`config.mk`:
```
export PLATFORM = sky130hd
export DESIGN_NAME = mxblk_seq
export DESIGN_NICKNAME = d
export VERILOG_FILES = /design/src/rtl/mxseq_pkg.sv /design/src/rtl/mxseq_ctrl.sv /design/src/rtl/mxseq_cfg.sv /design/src/rtl/mxseq_out.sv /design/src/rtl/mxblk_seq.sv
export SDC_FILE = /design/constraint.sdc
export NUM_CORES = 1
export LEC_CHECK = 0
export BUFFER_PORTS_ARGS = -buffer_cell sky130_fd_sc_hd__buf_2
export CAP_MARGIN = 20
export CELL_PAD_IN_SITES_DETAIL_PLACEMENT = 0
export CELL_PAD_IN_SITES_GLOBAL_PLACEMENT = 1
export CORE_MARGIN = 1.5
export CORE_UTILIZATION = 30
export DETAILED_ROUTE_END_ITERATION = 12
export GPL_ROUTABILITY_DRIVEN = 0
export MAX_ROUTING_LAYER = met4
export PLACE_DENSITY_LB_ADDON = 0.25
export SLEW_MARGIN = 40
export SYNTH_ARGS = -nofsm -noshare
export SYNTH_HDL_FRONTEND = slang
export SYNTH_SLANG_ARGS = --single-unit
```
`constraint.sdc`:
```
create_clock -name clk -period 3.15 [get_ports clk]
set_clock_uncertainty 0.2 [all_clocks]
set_input_delay 0.315 -clock clk [delete_from_list [all_inputs] [get_ports clk]]
set_output_delay 0.315 -clock clk [all_outputs]
set_load 0.005 [all_outputs]
```
`src/rtl/mxseq_pkg.sv`:
```
package mxseq_pkg;

    localparam int BYTE_W = 8;
    localparam int FMT_W  = 3;
    localparam int BMI_W  = 5;
    localparam int SEL_W  = 4;

    // Mode byte bit positions
    localparam int MA_SHORT = 7;
    localparam int MA_DEBUG = 6;
    localparam int MB_PACK  = 6;

    typedef enum logic [2:0] {
        PH_META   = 3'd0,
        PH_CFGA   = 3'd1,
        PH_CFGB   = 3'd2,
        PH_STREAM = 3'd3,
        PH_FLUSH  = 3'd4,
        PH_CALC   = 3'd5,
        PH_OUT    = 3'd6
    } phase_e;

    typedef enum logic [FMT_W-1:0] {
        FMT_E4M3  = 3'd0,
        FMT_E5M2  = 3'd1,
        FMT_E3M2  = 3'd2,
        FMT_E2M3  = 3'd3,
        FMT_E2M1  = 3'd4,
        FMT_INT8  = 3'd5,
        FMT_INT8S = 3'd6,
        FMT_RSVD  = 3'd7
    } fmt_e;

    typedef enum logic [SEL_W-1:0] {
        PR_STATE = 4'd0,
        PR_EXC   = 4'd1,
        PR_ACC0  = 4'd2,
        PR_ACC1  = 4'd3,
        PR_ACC2  = 4'd4,
        PR_ACC3  = 4'd5,
        PR_P0L   = 4'd6,
        PR_P0H   = 4'd7,
        PR_P1L   = 4'd8,
        PR_P1H   = 4'd9,
        PR_CTRL  = 4'd10
    } probe_e;

    typedef struct packed {
        logic [BYTE_W-1:0] scale;
        fmt_e              fmt;
        logic [BMI_W-1:0]  bmi;
    } opcfg_t;

    localparam opcfg_t OPCFG_RST = '{scale: '0, fmt: FMT_E4M3, bmi: '0};

    function automatic opcfg_t decode_cfg(input logic [BYTE_W-1:0] sc,
                                          input logic [BYTE_W-1:0] fb);
        opcfg_t c;
        c.scale = sc;
        c.fmt   = fmt_e'(fb[FMT_W-1:0]);
        c.bmi   = fb[BYTE_W-1:FMT_W];
        return c;
    endfunction

    function automatic logic both_fp4(input opcfg_t a, input opcfg_t b);
        return (a.fmt == FMT_E2M1) && (b.fmt == FMT_E2M1);
    endfunction

endpackage

```
`src/rtl/mxseq_ctrl.sv`:
```
module mxseq_ctrl
    import mxseq_pkg::*;
#(
    parameter int N_ELEM    = 32,
    parameter int RES_BYTES = 4,
    parameter int CNT_W     = $clog2(N_ELEM)
) (
    input  logic             clk,
    input  logic             rst,
    input  logic             en,
    input  logic             short_req,
    input  logic             pack_now,
    output phase_e           phase,
    output logic [CNT_W-1:0] cnt
);

    localparam logic [CNT_W-1:0] LAST_FULL = CNT_W'(N_ELEM - 1);
    localparam logic [CNT_W-1:0] LAST_HALF = CNT_W'(N_ELEM / 2 - 1);
    localparam logic [CNT_W-1:0] LAST_OUT  = CNT_W'(RES_BYTES - 1);
    localparam logic [CNT_W-1:0] ONE       = CNT_W'(1);

    phase_e           phase_q, phase_d;
    logic [CNT_W-1:0] cnt_q, cnt_d;
    logic [CNT_W-1:0] stream_last;

    assign stream_last = pack_now ? LAST_HALF : LAST_FULL;

    always_comb begin
        phase_d = phase_q;
        cnt_d   = cnt_q;
        if (en) begin
            unique case (phase_q)
                PH_META: begin
                    cnt_d   = '0;
                    phase_d = short_req ? PH_STREAM : PH_CFGA;
                end
                PH_CFGA: phase_d = PH_CFGB;
                PH_CFGB: begin
                    phase_d = PH_STREAM;
                    cnt_d   = '0;
                end
                PH_STREAM: begin
                    if (cnt_q == stream_last) begin
                        phase_d = PH_FLUSH;
                        cnt_d   = '0;
                    end else begin
                        cnt_d = cnt_q + ONE;
                    end
                end
                PH_FLUSH: phase_d = PH_CALC;
                PH_CALC: begin
                    phase_d = PH_OUT;
                    cnt_d   = '0;
                end
                PH_OUT: begin
                    if (cnt_q == LAST_OUT) begin
                        phase_d = PH_META;
                        cnt_d   = '0;
                    end else begin
                        cnt_d = cnt_q + ONE;
                    end
                end
                default: begin
                    phase_d = PH_META;
                    cnt_d   = '0;
                end
            endcase
        end
    end

    always_ff @(posedge clk) begin
        if (rst) begin
            phase_q <= PH_META;
            cnt_q   <= '0;
        end else begin
            phase_q <= phase_d;
            cnt_q   <= cnt_d;
        end
    end

    assign phase = phase_q;
    assign cnt   = cnt_q;

endmodule

```
`src/rtl/mxseq_cfg.sv`:
```
module mxseq_cfg
    import mxseq_pkg::*;
(
    input  logic              clk,
    input  logic              rst,
    input  logic              en,
    input  phase_e            phase,
    input  logic [BYTE_W-1:0] bus_a,
    input  logic [BYTE_W-1:0] bus_b,
    output logic [BYTE_W-1:0] mode_a,
    output logic [BYTE_W-1:0] mode_b,
    output opcfg_t            cfg_a,
    output opcfg_t            cfg_b,
    output logic              pack_now
);

    logic [BYTE_W-1:0] mode_a_q, mode_b_q;
    opcfg_t            cfg_q [2];

    always_ff @(posedge clk) begin
        if (rst) begin
            mode_a_q <= '0;
            mode_b_q <= '0;
        end else if (en && phase == PH_META) begin
            mode_a_q <= bus_a;
            mode_b_q <= bus_b;
        end
    end

    for (genvar g = 0; g < 2; g++) begin : g_op
        localparam phase_e LOAD_PH = (g == 0) ? PH_CFGA : PH_CFGB;
        always_ff @(posedge clk) begin
            if (rst) begin
                cfg_q[g] <= OPCFG_RST;
            end else if (en && phase == LOAD_PH) begin
                cfg_q[g] <= decode_cfg(bus_a, bus_b);
            end
        end
    end

    assign mode_a   = mode_a_q;
    assign mode_b   = mode_b_q;
    assign cfg_a    = cfg_q[0];
    assign cfg_b    = cfg_q[1];
    assign pack_now = mode_b_q[MB_PACK] && both_fp4(cfg_q[0], cfg_q[1]);

endmodule

```
`src/rtl/mxseq_out.sv`:
```
module mxseq_out
    import mxseq_pkg::*;
#(
    parameter int ACC_W  = 32,
    parameter int PROD_W = 16,
    parameter int CNT_W  = 5
) (
    input  logic              clk,
    input  logic              rst,
    input  logic              en,
    input  phase_e            phase,
    input  logic [CNT_W-1:0]  cnt,
    input  logic              dbg,
    input  logic [SEL_W-1:0]  sel,
    input  logic [BYTE_W-1:0] echo,
    input  logic [ACC_W-1:0]  acc_in,
    input  logic [PROD_W-1:0] prod0,
    input  logic [PROD_W-1:0] prod1,
    input  logic [BYTE_W-1:0] exc_in,
    input  logic [3:0]        ctl_bits,
    output logic [BYTE_W-1:0] out_byte
);

    localparam int RES_BYTES = ACC_W / BYTE_W;

    logic [ACC_W-1:0]  res_q;
    logic [BYTE_W-1:0] res_byte;
    logic [BYTE_W-1:0] probe;

    always_ff @(posedge clk) begin
        if (rst) begin
            res_q <= '0;
        end else if (en && phase == PH_CALC) begin
            res_q <= acc_in;
        end
    end

    always_comb begin
        res_byte = '0;
        for (int k = 0; k < RES_BYTES; k++) begin
            if (cnt == CNT_W'(k)) res_byte = res_q[BYTE_W*k +: BYTE_W];
        end
    end

    always_comb begin
        unique case (probe_e'(sel))
            PR_STATE: probe = {{(BYTE_W-3){1'b0}}, phase};
            PR_EXC:   probe = exc_in;
            PR_ACC0:  probe = acc_in[0*BYTE_W +: BYTE_W];
            PR_ACC1:  probe = acc_in[1*BYTE_W +: BYTE_W];
            PR_ACC2:  probe = acc_in[2*BYTE_W +: BYTE_W];
            PR_ACC3:  probe = acc_in[3*BYTE_W +: BYTE_W];
            PR_P0L:   probe = prod0[0 +: BYTE_W];
            PR_P0H:   probe = prod0[BYTE_W +: BYTE_W];
            PR_P1L:   probe = prod1[0 +: BYTE_W];
            PR_P1H:   probe = prod1[BYTE_W +: BYTE_W];
            PR_CTRL:  probe = {ctl_bits, 4'b0000};
            default:  probe = '0;
        endcase
    end

    always_comb begin
        unique case (phase)
            PH_CFGA, PH_CFGB, PH_STREAM: out_byte = dbg ? probe : '0;
            PH_FLUSH:                    out_byte = dbg ? echo : '0;
            PH_OUT:                      out_byte = res_byte;
            default:                     out_byte = '0;
        endcase
    end

endmodule

```
`src/rtl/mxblk_seq.sv`:
```
module mxblk_seq
    import mxseq_pkg::*;
#(
    parameter int N_ELEM = 32,
    parameter int ACC_W  = 32,
    parameter int PROD_W = 16
) (
    input  logic                      clk,
    input  logic                      rst,
    input  logic                      en,
    input  logic [7:0]                bus_a,
    input  logic [7:0]                bus_b,
    input  logic [ACC_W-1:0]          acc_in,
    input  logic [PROD_W-1:0]         prod0,
    input  logic [PROD_W-1:0]         prod1,
    input  logic [7:0]                exc_in,
    output logic [7:0]                out_byte,
    output logic [7:0]                mode_a,
    output logic [7:0]                mode_b,
    output logic [7:0]                scale_a,
    output logic [7:0]                scale_b,
    output logic [2:0]                fmt_a,
    output logic [2:0]                fmt_b,
    output logic [4:0]                bmi_a,
    output logic [4:0]                bmi_b,
    output logic [$clog2(N_ELEM)-1:0] elem_idx,
    output logic                      lane1_en,
    output logic                      acc_clr,
    output logic                      acc_en,
    output logic                      calc_go
);

    localparam int CNT_W     = $clog2(N_ELEM);
    localparam int RES_BYTES = ACC_W / BYTE_W;

    phase_e           phase_q;
    logic [CNT_W-1:0] cnt_q;
    logic             pack_now;
    opcfg_t           cfg_a, cfg_b;
    logic             in_stream;

    mxseq_ctrl #(
        .N_ELEM   (N_ELEM),
        .RES_BYTES(RES_BYTES),
        .CNT_W    (CNT_W)
    ) u_ctrl (
        .clk      (clk),
        .rst      (rst),
        .en       (en),
        .short_req(bus_a[MA_SHORT]),
        .pack_now (pack_now),
        .phase    (phase_q),
        .cnt      (cnt_q)
    );

    mxseq_cfg u_cfg (
        .clk     (clk),
        .rst     (rst),
        .en      (en),
        .phase   (phase_q),
        .bus_a   (bus_a),
        .bus_b   (bus_b),
        .mode_a  (mode_a),
        .mode_b  (mode_b),
        .cfg_a   (cfg_a),
        .cfg_b   (cfg_b),
        .pack_now(pack_now)
    );

    assign in_stream = (phase_q == PH_STREAM);
    assign acc_en    = in_stream && en;
    assign acc_clr   = in_stream && en && (cnt_q == '0);
    assign calc_go   = (phase_q == PH_CALC) && en;
    assign lane1_en  = in_stream && pack_now;
    assign elem_idx  = pack_now ? {cnt_q[CNT_W-2:0], 1'b0} : cnt_q;

    assign scale_a = cfg_a.scale;
    assign scale_b = cfg_b.scale;
    assign fmt_a   = cfg_a.fmt;
    assign fmt_b   = cfg_b.fmt;
    assign bmi_a   = cfg_a.bmi;
    assign bmi_b   = cfg_b.bmi;

    mxseq_out #(
        .ACC_W (ACC_W),
        .PROD_W(PROD_W),
        .CNT_W (CNT_W)
    ) u_out (
        .clk     (clk),
        .rst     (rst),
        .en      (en),
        .phase   (phase_q),
        .cnt     (cnt_q),
        .dbg     (mode_a[MA_DEBUG]),
        .sel     (mode_b[SEL_W-1:0]),
        .echo    (mode_a),
        .acc_in  (acc_in),
        .prod0   (prod0),
        .prod1   (prod1),
        .exc_in  (exc_in),
        .ctl_bits({en, lane1_en, acc_en, acc_clr}),
        .out_byte(out_byte)
    );

endmodule

```
=== Word level (Yosys, flattened, before mapping) ===
Memory sizes are Yosys's and may differ from the RTL's.
Index checks and enable logic that the tools add are counted.
Widths: inputs -> output; s select.

* Register bits: 56
* Bits in writable memories: 32
* Word-level logic and storage cells: 77
* Memories kept: 1

* Add/subtract/negate cells: 1
* Equality and inequality tests: 24
* Multiplexer cells: 27
* Bitwise gates (word level): 3
* Reduce and logical (&&, ||, !) cells: 16

{| class="wikitable"
|+ Memories
! memory !! depth !! bits a word !! rd ports !! clocked after memory_dff !! write ports !! RTL line !! RTL
|-
| u_cfg.cfg_q || 2 || 16 || 2 || 0 || 2 || mxseq_cfg.sv:18 || <nowiki>opcfg_t cfg_q [2];</nowiki>
|}

{| class="wikitable"
|+ Operators by type and width
! kind !! number
|-
| $pmux 8 s11 || 1
|-
| $mux 8 || 6
|-
| $mux 16 || 2
|-
| $pmux 8 s3 || 1
|-
| $pmux 3 s7 || 1
|-
| $mux 5 || 4
|-
| $eq 4x3->1 const B || 4
|-
| $eq 3x3->1 const B || 5
|-
| $pmux 5 s3 || 1
|-
| $eq 4x4->1 const B || 3
|-
| $eq 5x2->1 const B || 2
|-
| $logic_and 1x1->1 || 9
|-
| $eq 4x2->1 const B || 2
|-
| $mux 1 || 8
|-
| $eq 3x2->1 const B || 2
|-
| $mux 3 || 2
|-
| $add 5x1->5 const B || 1
|-
| $eq 5x1->1 const B || 1
|-
| $eq 5x5->1 || 1
|-
| $logic_not 5->1 || 1
|-
| $eq 4x1->1 const B || 1
|-
| $logic_not 4->1 || 1
|-
| $ne 2x1->1 const B || 2
|-
| $eq 3x1->1 const B || 1
|-
| other kinds (8) || 9
|}

=== Longest topological paths before layout ===
An unclocked memory read counts as a cell.

* Depth in word-level cells: 8
* Gate-level depth with buffers: 8

=== Modules after synthesis ===
From an unflattened synthesis, not the netlist that was laid out.

* Cells, all modules: 542
* Area, all modules: 4895.9 µm²

{| class="wikitable"
|+ Modules (own cells, without submodules)
! module !! times used !! cells each !! area an instance (µm²) !! sequential area each (µm²)
|-
| mxseq_out || 1 || 321 || 2353.5 || 640.6
|-
| mxseq_cfg || 1 || 147 || 1951.9 || 1281.2
|-
| mxseq_ctrl || 1 || 62 || 484.2 || 160.2
|-
| mxblk_seq || 1 || 12 || 106.4 || 0.0
|}

=== Worst setup path before layout ===
OpenSTA, ideal clock, no wires.

* Path kind: register to output
* Start point: register u_ctrl.cnt_q[0], in the netlist u_ctrl.cnt[0]
* End point: output out_byte[4]
* Arrival time: 1845 ps
* Required time: 2635 ps
* Setup slack: 790 ps
* Stages on the path, launching flop included: 9
* Path buffers: 1
* Cells stage by stage: dfxtp_1 inv_1 ha_1 or2_2 clkbuf_1 a21oi_1 o21ai_0 a32o_1 a311o_1

* Word-level cells in the longest chain between the ends: 6
* Elaborated cells on any way between the ends: 12

{| class="wikitable"
|+ RTL lines
! element !! RTL line !! RTL
|-
| from (decl) || mxseq_ctrl.sv:23 || <nowiki>logic [CNT_W-1:0] cnt_q, cnt_d;</nowiki>
|-
| from (signal assigned) || mxseq_ctrl.sv:77 || <nowiki>cnt_q <= cnt_d;</nowiki>
|-
| $logic_not 5->1 || mxseq_out.sv:41, mxblk_seq.sv:72 ||
|-
| $mux 8 (4 in series) || mxseq_out.sv:41 || <nowiki>if (cnt == CNT_W'(k)) res_byte = res_q[BYTE_W*k +: BYTE_W];</nowiki>
|-
| $pmux 8 s3 (*) || mxseq_out.sv:63 || <nowiki>unique case (phase)</nowiki>
|-
| to (decl) || mxblk_seq.sv:17 || <nowiki>output logic [7:0] out_byte,</nowiki>
|}

Every way passes the cells marked *; elsewhere a longest branch is shown, timed or not.

=== Worst setup path after layout ===
Ends and elaborated chain as after synthesis.

==> results.cfg <==
[run_status]
status = finished clean

[power]
vdd_ir_drop_max_mv = 0.2571
powerDensity_nw_per_um2 = 481.0
fin_total_pwr_mw = 2.917
p_leak_nw = 2.437

[yosys]
synth-edff-count = 32
synth_nets = 646
synth_top_area_share_pct = 23.72
synth_area_per_cell_sq_um = 8.577
synth_cells = 551
netlist_area_sq_um = 4726
ys_ff_latch = 88
synth_area_leaders = dfxtp_1 (24%), edfxtp_1 (20%), nand2_1 (10%), a21oi_1 (6.6%), and2_1 (4.8%)
ys_seq_area_share_pct = 44.06
yosysUniqueCellTypes = 64
yosysWarnings = 0
synthFlopType = dfxtp_1
synthArstFlopShare_pct = 0
synth.largest_area_cell = dfxtp_1

[detailed_routing]
drt_iter0_drc = 506
wirelength_mm = 17.19
wire_per_inst_um = 18.84
vias_per_cell = 5.080
dr.pass1.iters = 5
routed-via-count = 4633
detail-route-antenna-nets = 0
drc = 0

[setup_path]
cp.arrival_ps = 2450
rr_worst_depth = 7
required_ps = 2630
end_kind = output port
cp_max_fo = 6
rr_startpoint = u_ctrl.phase[1]
reg2reg_slack_ps = 990
r2r_end = u_out.res_q[28]
path_class = flop to output port
cp-start-kind = flop

[flow_run]
cap_violations = 0

[layout]
area_growth_pct = 28.33
nNetsFinal = 791
mostFrequentLayoutCells = buf_2 (155), nand2_1 (130), a21oi_1 (62)
n_antenna_cell = 0
final_util_pct = 39.60
fin_cells = 912
layout_commonest_cell = buf_2
drive_above_1_share_pct = 30.39

[sta]
min_period_ps = 2968
hold_violations = 0
setup_viol = 0
slew_headroom_pct = 53.30
tightest_slew_ps = 699.1
fin_setup_tns_ps = 0
finalCritPeriodShare_pct = 94.23
rsz0062_at_grt = no
fmax_mhz = 336.9
slew_violations = 0

[clocking]
cts_setup_buffers = 0
clk_pin_slew_ps = 70
cts-root-buf = clkbuf_16
htree_num_levels = 3
tritoncts = yes
cts_made_buffers = 9
cts-resized-gates = 0
clk_latency_ps = 360
clock_sinks = 88
cts_max_path_buffers = 2

[hold_path]
hp-start = acc_in[14]
min_path_cells = 3
hp-class = input pin to flop
min_to = u_out.res_q[14]

[placement]
place_inst = 894
port_buffers = 155
dp_hpwl_mm = 13.10

[global_routing]
grt_pass1_wl_mm = 25.48
grt_max_degree = 33
antenna_found_initial = 0
grt_usage_pct = 21.51
grt_pass1_vias = 4392
grt_overflow = 0

[floorplanning]
dieWidth_um = 128.5
dieHeight_um = 128.5
ios = 156
fp.dieArea_sq_um = 16510
row_count = 45
start_util_pct = 30.86
core_sq_um = 15310
[power breakdown]
part / internal [mW] / total, mW / leakage, nW / switching [mW]
sequential: 1.23 / 1.27 / 0.788 / 0.0430
combinational: 0.175 / 0.419 / 1.49 / 0.244
clock: 0.712 / 1.23 / 0.160 / 0.515
total: 2.12 / 2.92 / 2.44 / 0.802
[stage by stage]
step / worst slack [ps] / hold WS (ps) / area (sq um)
2_1_floorplan: 790.0 / 231.5 / 4726
3_3_place_gp: 647.3 / 243.6 / 5705
3_5_place_dp: 575.2 / 247.3 / 5712
4_1_cts: 183.6 / 0.1040 / 6065
5_1_grt: 43.87 / 6.115 / 6065
6_report: 181.9 / 3.741 / 6065
[state kept, by name (all words and copies together) (netlist names)]
signal,flops
u_cfg.cfg_q,32
u_cfg.mode_a,8
u_cfg.mode_b,8
u_ctrl.cnt,5
u_ctrl.phase,3
u_out.res_q,32
[worst max-delay path: stages, from the launching register on]
cell and delay, ps:
dfxtp_1 420, inv_1 130, ha_1 230, or2_2 350, a21oi_1 120, o21ai_0 110, a32o_1 290, a311o_1 300
buf_2 140
[cell usage after synthesis (all sizes together) (3+ instances only)]
master / instances
dfxtp: 56
inv: 7
nor3: 6
buf: 22
and2: 36
a22o: 3
nand3: 19
o21ai: 22
a21oi: 62
mux2i: 9
xor2: 3
and3: 4
o221ai: 4
o211ai: 6
a31oi: 6
nor2: 16
nand3b: 3
nor2b: 13
nand2: 130
clkbuf: 19
ha: 4
a32oi: 3
edfxtp: 32
nand2b: 3
and3b: 4
mux2: 11
a22oi: 9
[routing by layer]
metal / track usage [%] / vias to the layer above / routed length, um
li1: - / 2242 / -
met1: 27.86 / 2198 / 7600
met2: 33.49 / 168 / 8118
met3: 4.615 / 25 / 1053
met4: 7.072 / 0 / 414
met5: - / - / 0
[repair_timing]
action / CTS / global route
endpoints found under the setup margin: 0 / 0
endpoints found under the hold margin: 2 / 0
hold buffers: 2 / 0
[final cells by class]
type	instances	area [sq um]
tap	211	264.0
timing repair buffer	175	930.9
inverter	7	26.28
clock buffer	9	225.2
clock inverter	7	107.6
fill	1616	9250
sequential	88	2082
multi-input combinational	415	2429
[worst max path at each step]
stage	endpoint	from	depth (start not counted)	slack, ps
finish	out_byte[4]	u_ctrl.cnt[0]	8	180
global route	out_byte[1]	u_ctrl.cnt[1]	8	40
CTS	out_byte[4]	u_ctrl.cnt[0]	8	180
detailed placement	out_byte[4]	u_ctrl.cnt[0]	8	580
global placement	out_byte[4]	u_ctrl.cnt[0]	8	650
floorplan	out_byte[4]	u_ctrl.cnt[0]	8	790
[cells by family after synthesis]
family          synth area share, %
compound gates                18.61
xor+xnor                      1.139
fa+ha+maj                     1.059
buf+inv                       4.686
flops                         44.06
mux                           5.481
simple gates                  24.97
(Power assumes the default switching activity.)
